**src/rtl/adc_ser_pkg.sv**
```systemverilog
package adc_ser_pkg;
  typedef struct packed {
    logic wide;       // 1: long word with zero pad on the high side
    logic lsb_first;  // 1: send bit 0 first
  } ser_mode_t;
endpackage

```
**src/rtl/ser_frame_ctrl.sv**
```systemverilog
module ser_frame_ctrl #(
  parameter int SAMPLE_W = 12,
  parameter int PAD_W    = 2
) (
  input  logic clk,
  input  logic rst,
  input  logic wide_i,
  output logic load_o,
  output logic frame_o,
  output logic bclk_o
);
  localparam int WORD_W = SAMPLE_W + PAD_W;
  localparam int CNT_W  = $clog2(WORD_W + 1);
  localparam logic [CNT_W-1:0] LAST_SHORT = CNT_W'(SAMPLE_W - 1);
  localparam logic [CNT_W-1:0] LAST_LONG  = CNT_W'(WORD_W - 1);

  logic             running_q;
  logic [CNT_W-1:0] pos_q;
  logic [CNT_W-1:0] last_q;

  // a word starts after reset or once the last bit position is reached
  assign load_o = !running_q || (pos_q == last_q);

  always_ff @(posedge clk) begin
    if (rst) begin
      running_q <= 1'b0;
      pos_q     <= '0;
      last_q    <= '0;
      frame_o   <= 1'b0;
      bclk_o    <= 1'b0;
    end else begin
      running_q <= 1'b1;
      bclk_o    <= ~bclk_o;
      frame_o   <= load_o;
      if (load_o) begin
        pos_q  <= '0;
        last_q <= wide_i ? LAST_LONG : LAST_SHORT;
      end else begin
        pos_q <= pos_q + 1'b1;
      end
    end
  end
endmodule

```
**src/rtl/ser_lane.sv**
```systemverilog
module ser_lane
  import adc_ser_pkg::*;
#(
  parameter int SAMPLE_W = 12,
  parameter int PAD_W    = 2
) (
  input  logic                clk,
  input  logic                rst,
  input  logic                load_i,
  input  ser_mode_t           mode_i,
  input  logic [SAMPLE_W-1:0] sample_i,
  output logic                bit_o
);
  localparam int WORD_W = SAMPLE_W + PAD_W;

  // word arranged in send order: bit 0 leaves first
  logic [WORD_W-1:0] fmt;
  logic [WORD_W-1:0] shreg_q;

  always_comb begin
    fmt = '0;
    for (int k = 0; k < SAMPLE_W; k++) begin
      if (mode_i.lsb_first)
        fmt[k] = sample_i[k];
      else if (mode_i.wide)
        fmt[PAD_W + k] = sample_i[SAMPLE_W - 1 - k];
      else
        fmt[k] = sample_i[SAMPLE_W - 1 - k];
    end
  end

  always_ff @(posedge clk) begin
    if (rst) begin
      shreg_q <= '0;
      bit_o   <= 1'b0;
    end else if (load_i) begin
      bit_o   <= fmt[0];
      shreg_q <= {1'b0, fmt[WORD_W-1:1]};
    end else begin
      bit_o   <= shreg_q[0];
      shreg_q <= {1'b0, shreg_q[WORD_W-1:1]};
    end
  end
endmodule

```
**src/rtl/adc_serial_tx.sv**
```systemverilog
module adc_serial_tx
  import adc_ser_pkg::*;
#(
  parameter int LANES    = 4,
  parameter int SAMPLE_W = 12,
  parameter int PAD_W    = 2
) (
  input  logic                      clk,
  input  logic                      rst,
  input  logic                      wide_i,
  input  logic                      lsb_first_i,
  input  logic [LANES*SAMPLE_W-1:0] sample_i,
  output logic [LANES-1:0]          lane_o,
  output logic                      frame_o,
  output logic                      bclk_o
);
  logic      load;
  ser_mode_t mode;

  assign mode.wide      = wide_i;
  assign mode.lsb_first = lsb_first_i;

  ser_frame_ctrl #(.SAMPLE_W(SAMPLE_W), .PAD_W(PAD_W)) u_ctrl (
    .clk    (clk),
    .rst    (rst),
    .wide_i (wide_i),
    .load_o (load),
    .frame_o(frame_o),
    .bclk_o (bclk_o)
  );

  // one serializer per lane, all driven by the shared load strobe
  for (genvar g = 0; g < LANES; g++) begin : g_lane
    ser_lane #(.SAMPLE_W(SAMPLE_W), .PAD_W(PAD_W)) u_lane (
      .clk     (clk),
      .rst     (rst),
      .load_i  (load),
      .mode_i  (mode),
      .sample_i(sample_i[g*SAMPLE_W +: SAMPLE_W]),
      .bit_o   (lane_o[g])
    );
  end
endmodule

```
**config.mk**
```make
export PLATFORM = sky130hd
export DESIGN_NAME = adc_serial_tx
export DESIGN_NICKNAME = d
export VERILOG_FILES = /design/src/rtl/adc_ser_pkg.sv /design/src/rtl/ser_frame_ctrl.sv /design/src/rtl/ser_lane.sv /design/src/rtl/adc_serial_tx.sv
export SDC_FILE = /design/constraint.sdc
export NUM_CORES = 1
export LEC_CHECK = 0
export ABC_AREA = 1
export BUFFER_PORTS_ARGS = -buffer_cell sky130_fd_sc_hd__buf_2
export CORE_ASPECT_RATIO = 0.7
export CORE_MARGIN = 8
export CORE_UTILIZATION = 30
export CTS_CLUSTER_DIAMETER = 40
export DETAILED_ROUTE_END_ITERATION = 6
export GPL_TIMING_DRIVEN = 0
export MAX_ROUTING_LAYER = met4
export PLACE_DENSITY = 0.47
export SLEW_MARGIN = 20
export SYNTH_ARGS = -nofsm -noshare
export SYNTH_HDL_FRONTEND = slang
export SYNTH_SLANG_ARGS = --single-unit
```
**constraint.sdc**
```tcl
create_clock -name clk -period 1.8 [get_ports clk]
set_input_delay 0.18 -clock clk [delete_from_list [all_inputs] [get_ports clk]]
set_output_delay 0.18 -clock clk [all_outputs]
set_load 0.01 [all_outputs]
```
==> results_dict.tcl, run 1 <==
set metrics [dict create \
    core_area_mm2 0.0111 \
    cp.required_ns 2.02 \
    min_path_cells 2 \
    fmax_mhz 722 \
    final_core_util 0.382 \
    reg2reg_depth 9 \
    worstSetupStartpointType "flop" \
    grt_pass1_wl_mm 18.4 \
    stdcell_count 718 \
    dp_hpwl_mm 8.50 \
    yosys.area.top_type "dfxtp_1" \
    start_util 0.310 \
    cts_hold_buf 0 \
    hold_viol_final 0 \
    post-route-period-util 0.770 \
    switchingPower_uw 1160 \
    clk_latency_ns 0.33 \
    p_comb_frac 0.173 \
    grt_pass1_vias 3364 \
    min_from "rst" \
    overflow 0 \
    final_layout_size_suffix_gt1_frac 0.205 \
    cts.htree.levels 3 \
    yosysWarnings 0 \
    crit_path_max_fanout 10 \
    postCtsSetupRepairBufs 0 \
    cts_tree "yes" \
    p_total_uw 4210 \
    power_density_mw_per_mm2 999 \
    drt-wirelength-per-cell_um 16.2 \
    internal_power_uw 3050 \
    final_common_cell "nand2_1" \
    final.setup_skew_ns 0.00607 \
    gp_congestion 0.833 \
    area_growth_syn_to_layout_pct 23.3 \
    fp.dieH_um 105 \
    setup_tns_ns 0 \
    status "complete, no violations" \
    hold_class "in -> reg" \
    wirelength_mm 11.6 \
    r2r-start "u_ctrl.pos_q[1]" \
    hold_end "u_ctrl.last_q[0]" \
    n_fill_cell 1226 \
    period_minus_slack_ns 1.39 \
    switching_share 0.276 \
    drc 0 \
    dp_cells 702 \
    drt_iter0_markers 334 \
    slowest_stage "dfxtp_1" \
    synth_top_area_frac 0.386 \
    ioPinCount 58 \
    n_antenna_cell 0 \
    worstMarginPinSlew_ns 0.641 \
    pwr-share-seq 0.383 \
    cts_buffers 9 \
    crit_chain "inv_1 > nand2_1 > nand2_1 > nor2_2 > nand2_4 > buf_6 > buf_6 > nand4_1 > nand2_1" \
    yosys-top-cells-area "dfxtp_1, nand2_1, nand3_1" \
    netlist_area_mm2 0.00342 \
    vias_per_cell 5.02 \
    crit_type "reg -> reg" \
    cts_buffer_depth 2 \
    cts_resized 0 \
    grt_max_degree 13 \
    drv_slew 0 \
    num-nets-final 613 \
    clk_pin_slew_ns 0.06 \
    track_usage 0.162 \
    end_kind "flop" \
    maxCapViolCount 0 \
    ys_seq_area_frac 0.386 \
    slew_headroom 0.573 \
    place_area_mm2 0.00390 \
    cts_root_buf "clkbuf_16" \
    final_area_mm2 0.00422 \
    dr.pass1.iters 5 \
    rsz0062_at_grt "false" \
    vdd_drop_max_v 0.000480 \
    setup_viol 0 \
    row_count 32 \
    die_w_um 144 \
    ys_seq_elements 66 \
    grt_antenna_before_repair 0 \
    pwr-share-clk 0.444 \
    most-common-layout-cells "nand2_1, buf_2, nand3_1" \
    dr_total_vias 3605 \
    p_leak_uw 0.00207 \
    cpMostUsedCell "nand2_1" \
    die_area_mm2 0.0151 \
    syn_area_per_cell_um2 6.95 \
    r2r-end "g_lane[2].u_lane.shreg_q[2]" \
    arrival_ns 1.60 \
    ant_nets 0 \
    clock_sinks 66 \
    r2r_slack_ns 0.41 \
    io_buffers 57 \
    syn-instance-count 492 \
    critical_path.max_stage_delay_ns 0.39 \
    syn_nets 545 \
    synth_cell_type_count 25 \
]
==> worst max path at each step <==
stage	end	from	cells after the start	slack (ns)
2_1_floorplan	g_lane[2].u_lane.shreg_q[10]	u_ctrl.pos_q[0]	9	0.60
3_3_place_gp	g_lane[2].u_lane.shreg_q[1]	lsb_first_i	7	0.21
3_5_place_dp	g_lane[2].u_lane.shreg_q[1]	lsb_first_i	7	0.22
4_1_cts	g_lane[2].u_lane.shreg_q[2]	u_ctrl.pos_q[1]	9	0.41
5_1_grt	g_lane[1].u_lane.shreg_q[8]	u_ctrl.pos_q[0]	9	0.27
6_report	g_lane[2].u_lane.shreg_q[2]	u_ctrl.pos_q[1]	9	0.41
==> synthesized netlist by cell type, drive strengths merged <==
library cell  instances
a21oi                 1
a22oi                 8
a31oi                 1
buf                  39
clkbuf                7
dfxtp                66
ha                    1
inv                  31
nand2               169
nand3                75
nand4                53
nor2                 18
o211ai               13
o22ai                 8
xnor2                 1
xor2                  1
==> metal layers <==
metal / up-vias / global-route usage / part of all wire
li1: 1794 / - / -
met1: 1669 / 0.232 / 0.51
met2: 129 / 0.223 / 0.42
met3: 13 / 0.0365 / 0.060
met4: 0 / 0.0441 / 0.011
met5: - / - / 0
==> cells by family (layout without fill, tap and decap cells) <==
| logic type | after synthesis | after routing | share of synthesized area |
|---|---|---|---|
| adder cells (fa/ha/maj) | 1 | 1 | 0.00366 |
| buffers and inverters | 77 | 150 | 0.117 |
| AND/OR/NAND/NOR | 315 | 315 | 0.422 |
| AO/OA/AOI/OAI | 31 | 31 | 0.0658 |
| flip-flops | 66 | 66 | 0.386 |
| XOR/XNOR | 2 | 2 | 0.00512 |
==> per-stage QoR <==
step,worst slack (ns),hold slack [ns]
2_1_floorplan,0.601,0.246
4_1_cts,0.406,0.0514
3_5_place_dp,0.224,0.392
5_1_grt,0.269,0.0601
3_3_place_gp,0.212,0.390
6_report,0.414,0.0626
==> flip-flops by register name, summed over array words and instances, names as in the netlist <==
register / cells
g_lane.u_lane.shreg_q: 52
g_lane.u_lane.bit_o: 4
u_ctrl.pos_q: 4
u_ctrl.last_q: 3
u_ctrl.bclk_o: 1
u_ctrl.frame_o: 1
u_ctrl.running_q: 1
==> power by group through the flow <==
stage          sequential (µW)  clock (µW)  combinational (µW)
2_1_floorplan             1630           0                 475
3_3_place_gp              1640           0                 721
3_5_place_dp              1640           0                 726
4_1_cts                   1610        1910                 728
5_1_grt                   1620        1980                 809
6_report                  1610        1870                 730
==> cell type report <==
cell class	instances	area, µm²	area share
inverter	31	116	0.0276
timing repair buffer	57	285	0.0677
clock buffer	9	225	0.0534
tap	153	191	0.0454
clock inverter	7	93.8	0.0223
multi-input combinational	349	1700	0.403
buffer	46	283	0.0671
sequential	66	1320	0.313
==> critical path, delay by kind of cell, from the launching register on <==
family	cells	cell delay (ns)
flip-flops	1	0.39
AND/OR/NAND/NOR	6	0.51
buffers and inverters	3	0.35
(Power assumes the default switching activity.)
==> inputs of run 2 (changes only) <==
--- a/config.mk
+++ b/config.mk
@@ -14,7 +14,7 @@
 export DETAILED_ROUTE_END_ITERATION = 6
 export GPL_TIMING_DRIVEN = 0
 export MAX_ROUTING_LAYER = met4
-export PLACE_DENSITY = 0.47
+export PLACE_DENSITY = 0.49
 export SLEW_MARGIN = 20
 export SYNTH_ARGS = -nofsm -noshare
 export SYNTH_HDL_FRONTEND = slang
==> constraint.sdc (replaced) <==
create_clock -name clk -period 1.2 [get_ports clk]
set_input_delay 0.12 -clock clk [delete_from_list [all_inputs] [get_ports clk]]
set_output_delay 0.12 -clock clk [all_outputs]
set_load 0.01 [all_outputs]
==> results_dict.tcl, run 2 (synthesis results as in run 1) <==
set metrics [dict create \
    largest_reg_flops 52 \
    crit_path_max_fanout 7 \
    pwr-share-seq 0.382 \
    core_area_mm2 0.0111 \
    overflow 0 \
    switchingPower_uw 1710 \
    pwr-share-clk 0.423 \
    hold_ws_ns 0.0465 \
    fin_ws_ns -0.122 \
    rsz0062_at_grt "true" \
    status "complete, but fails checks" \
    cts_tree "yes" \
    drc 0 \
    cts_buffer_depth 2 \
    p_comb_frac 0.195 \
    area_growth_syn_to_layout_pct 28.7 \
    internal_power_uw 4620 \
    ioPinCount 58 \
    seq_area_mm2 0.00134 \
    dr.pass1.iters 5 \
    final_core_util 0.398 \
    largest_register "g_lane.u_lane.shreg_q" \
    arrival_ns 1.53 \
    setup_viol 62 \
    track_usage 0.161 \
    hold_viol_final 0 \
    die_w_um 144 \
    vias_per_cell 4.94 \
    period_minus_slack_ns 1.32 \
    stdcell_count 727 \
    crit_type "reg -> reg" \
    dr_total_vias 3595 \
    p_leak_uw 0.00215 \
    wirelength_mm 11.6 \
    cp.required_ns 1.41 \
    clock_sinks 66 \
    violations "negative setup slack" \
    maxCapViolCount 0 \
    critical_path.max_stage_delay_ns 0.36 \
    start_util 0.310 \
    num-nets-final 623 \
    grt_max_degree 11 \
    clk_pin_slew_ns 0.06 \
    power_density_mw_per_mm2 1440 \
    cts.htree.levels 3 \
    r2r_slack_ns -0.12 \
    cts_root_buf "clkbuf_16" \
    ant_nets 0 \
    slowest_stage "dfxtp_2" \
    vdd_drop_max_v 0.000739 \
    final_common_cell "nand2_1" \
    cpMostUsedCell "nand2_1" \
    grt_antenna_before_repair 0 \
    worstMarginPinSlew_ns 0.587 \
    gp_congestion 0.848 \
    row_count 32 \
    most-common-layout-cells "nand2_1, buf_2, nand3_1" \
    worstSetupStartpointType "flop" \
    crit_chain "inv_1 > nand2_1 > nand2_1 > nor2_2 > nand2_4 > buf_12 > buf_8 > nand4_1 > nand2_2" \
    cts_buffers 9 \
    end_kind "flop" \
    hold_class "in -> reg" \
    n_antenna_cell 0 \
    fp.dieH_um 105 \
    grt_pass1_wl_mm 18.5 \
    post-route-period-util 1.10 \
    multi_input_area_mm2 0.00175 \
    n_fill_cell 1191 \
    final.setup_skew_ns 0.00499 \
    final_layout_size_suffix_gt1_frac 0.244 \
    die_area_mm2 0.0151 \
    top_regs "g_lane.u_lane.shreg_q (52), g_lane.u_lane.bit_o (4), u_ctrl.pos_q (4)" \
    drt_iter0_markers 231 \
    drv_slew 0 \
    clk_latency_ns 0.33 \
    dp_cells 702 \
    grt_pass1_vias 3462 \
    io_buffers 57 \
    dp_hpwl_mm 8.45 \
    slew_headroom 0.609 \
    drt-wirelength-per-cell_um 15.9 \
    fmax_mhz 757 \
    switching_share 0.270 \
]
[run 2: changes by cell type in the layout (fill, tap and decap cells not counted), sizes merged]
cell         delta
buf             +8
clkinv          -2
clkbuf          +4
dlygate4sd3     +2
clkinvlp        -2
bufinv          -1
[run 2: power by group through the flow]
stage	registers, µW	clock network [µW]	logic (µW)
CTS	2420	2720	1220
global route	2430	2820	1360
finish	2420	2680	1230
detailed placement	2460	0	1080
floorplan	2450	0	713
global placement	2460	0	1070
[run 2: worst paths after layout]
| check | start | end | depth (start not counted) |
|---|---|---|---|
| worst max register to register | u_ctrl.pos_q[1] | g_lane[0].u_lane.shreg_q[0] | 9 |
| worst min-delay path | sample_i[24] | g_lane[2].u_lane.shreg_q[12] | 3 |
| worst min register to register | u_ctrl.bclk_o | u_ctrl.bclk_o | 1 |
| worst max-delay path | u_ctrl.pos_q[1] | g_lane[0].u_lane.shreg_q[0] | 9 |
[run 2: cell type report]
class	instances	area share
Clock inverter	2	0.00796
Multi-Input combinational cell	349	0.398
Clock buffer	13	0.0614
Sequential cell	66	0.303
Tap cell	153	0.0435
Buffer	46	0.0719
Timing Repair Buffer	67	0.0878
Inverter	31	0.0264
[run 2: worst max-delay path: cells and delay by family (launching register included)]
family                 cells  cell delay, ns
AND/OR/NAND/NOR            6            0.50
flip-flops                 1            0.36
buffers and inverters      3            0.32
[run 2: stage by stage]
stage                     total power (µW)  worst slack [ns]  setup TNS (ns)  instance area [µm²]
after floorplan                       3160          0.000654               0                 3420
final                                 6330            -0.122           -4.14                 4400
after global placement                3530            -0.327           -9.88                 3900
after global routing                  6610            -0.194           -9.36                 4400
after detailed placement              3550            -0.354          -10.63                 3900
after CTS                             6360            -0.102           -3.16                 4360
[run 2: per-layer routing]
metal,track usage,part of all wire,vias up
li1,-,-,1812
met1,0.223,0.52,1700
met2,0.233,0.43,79
met3,0.0433,0.038,4
met4,0.0284,0.0053,0
met5,-,0,-
[run 2: repair_timing]
item,4_1_cts,5_1_grt
hold buffers,2,0
gates resized for setup,20,13
setup endpoints to repair,63,64
endpoints found under the hold margin,1,0
pin swaps,17,6
gates cloned,3,0
buffers inserted,4,2
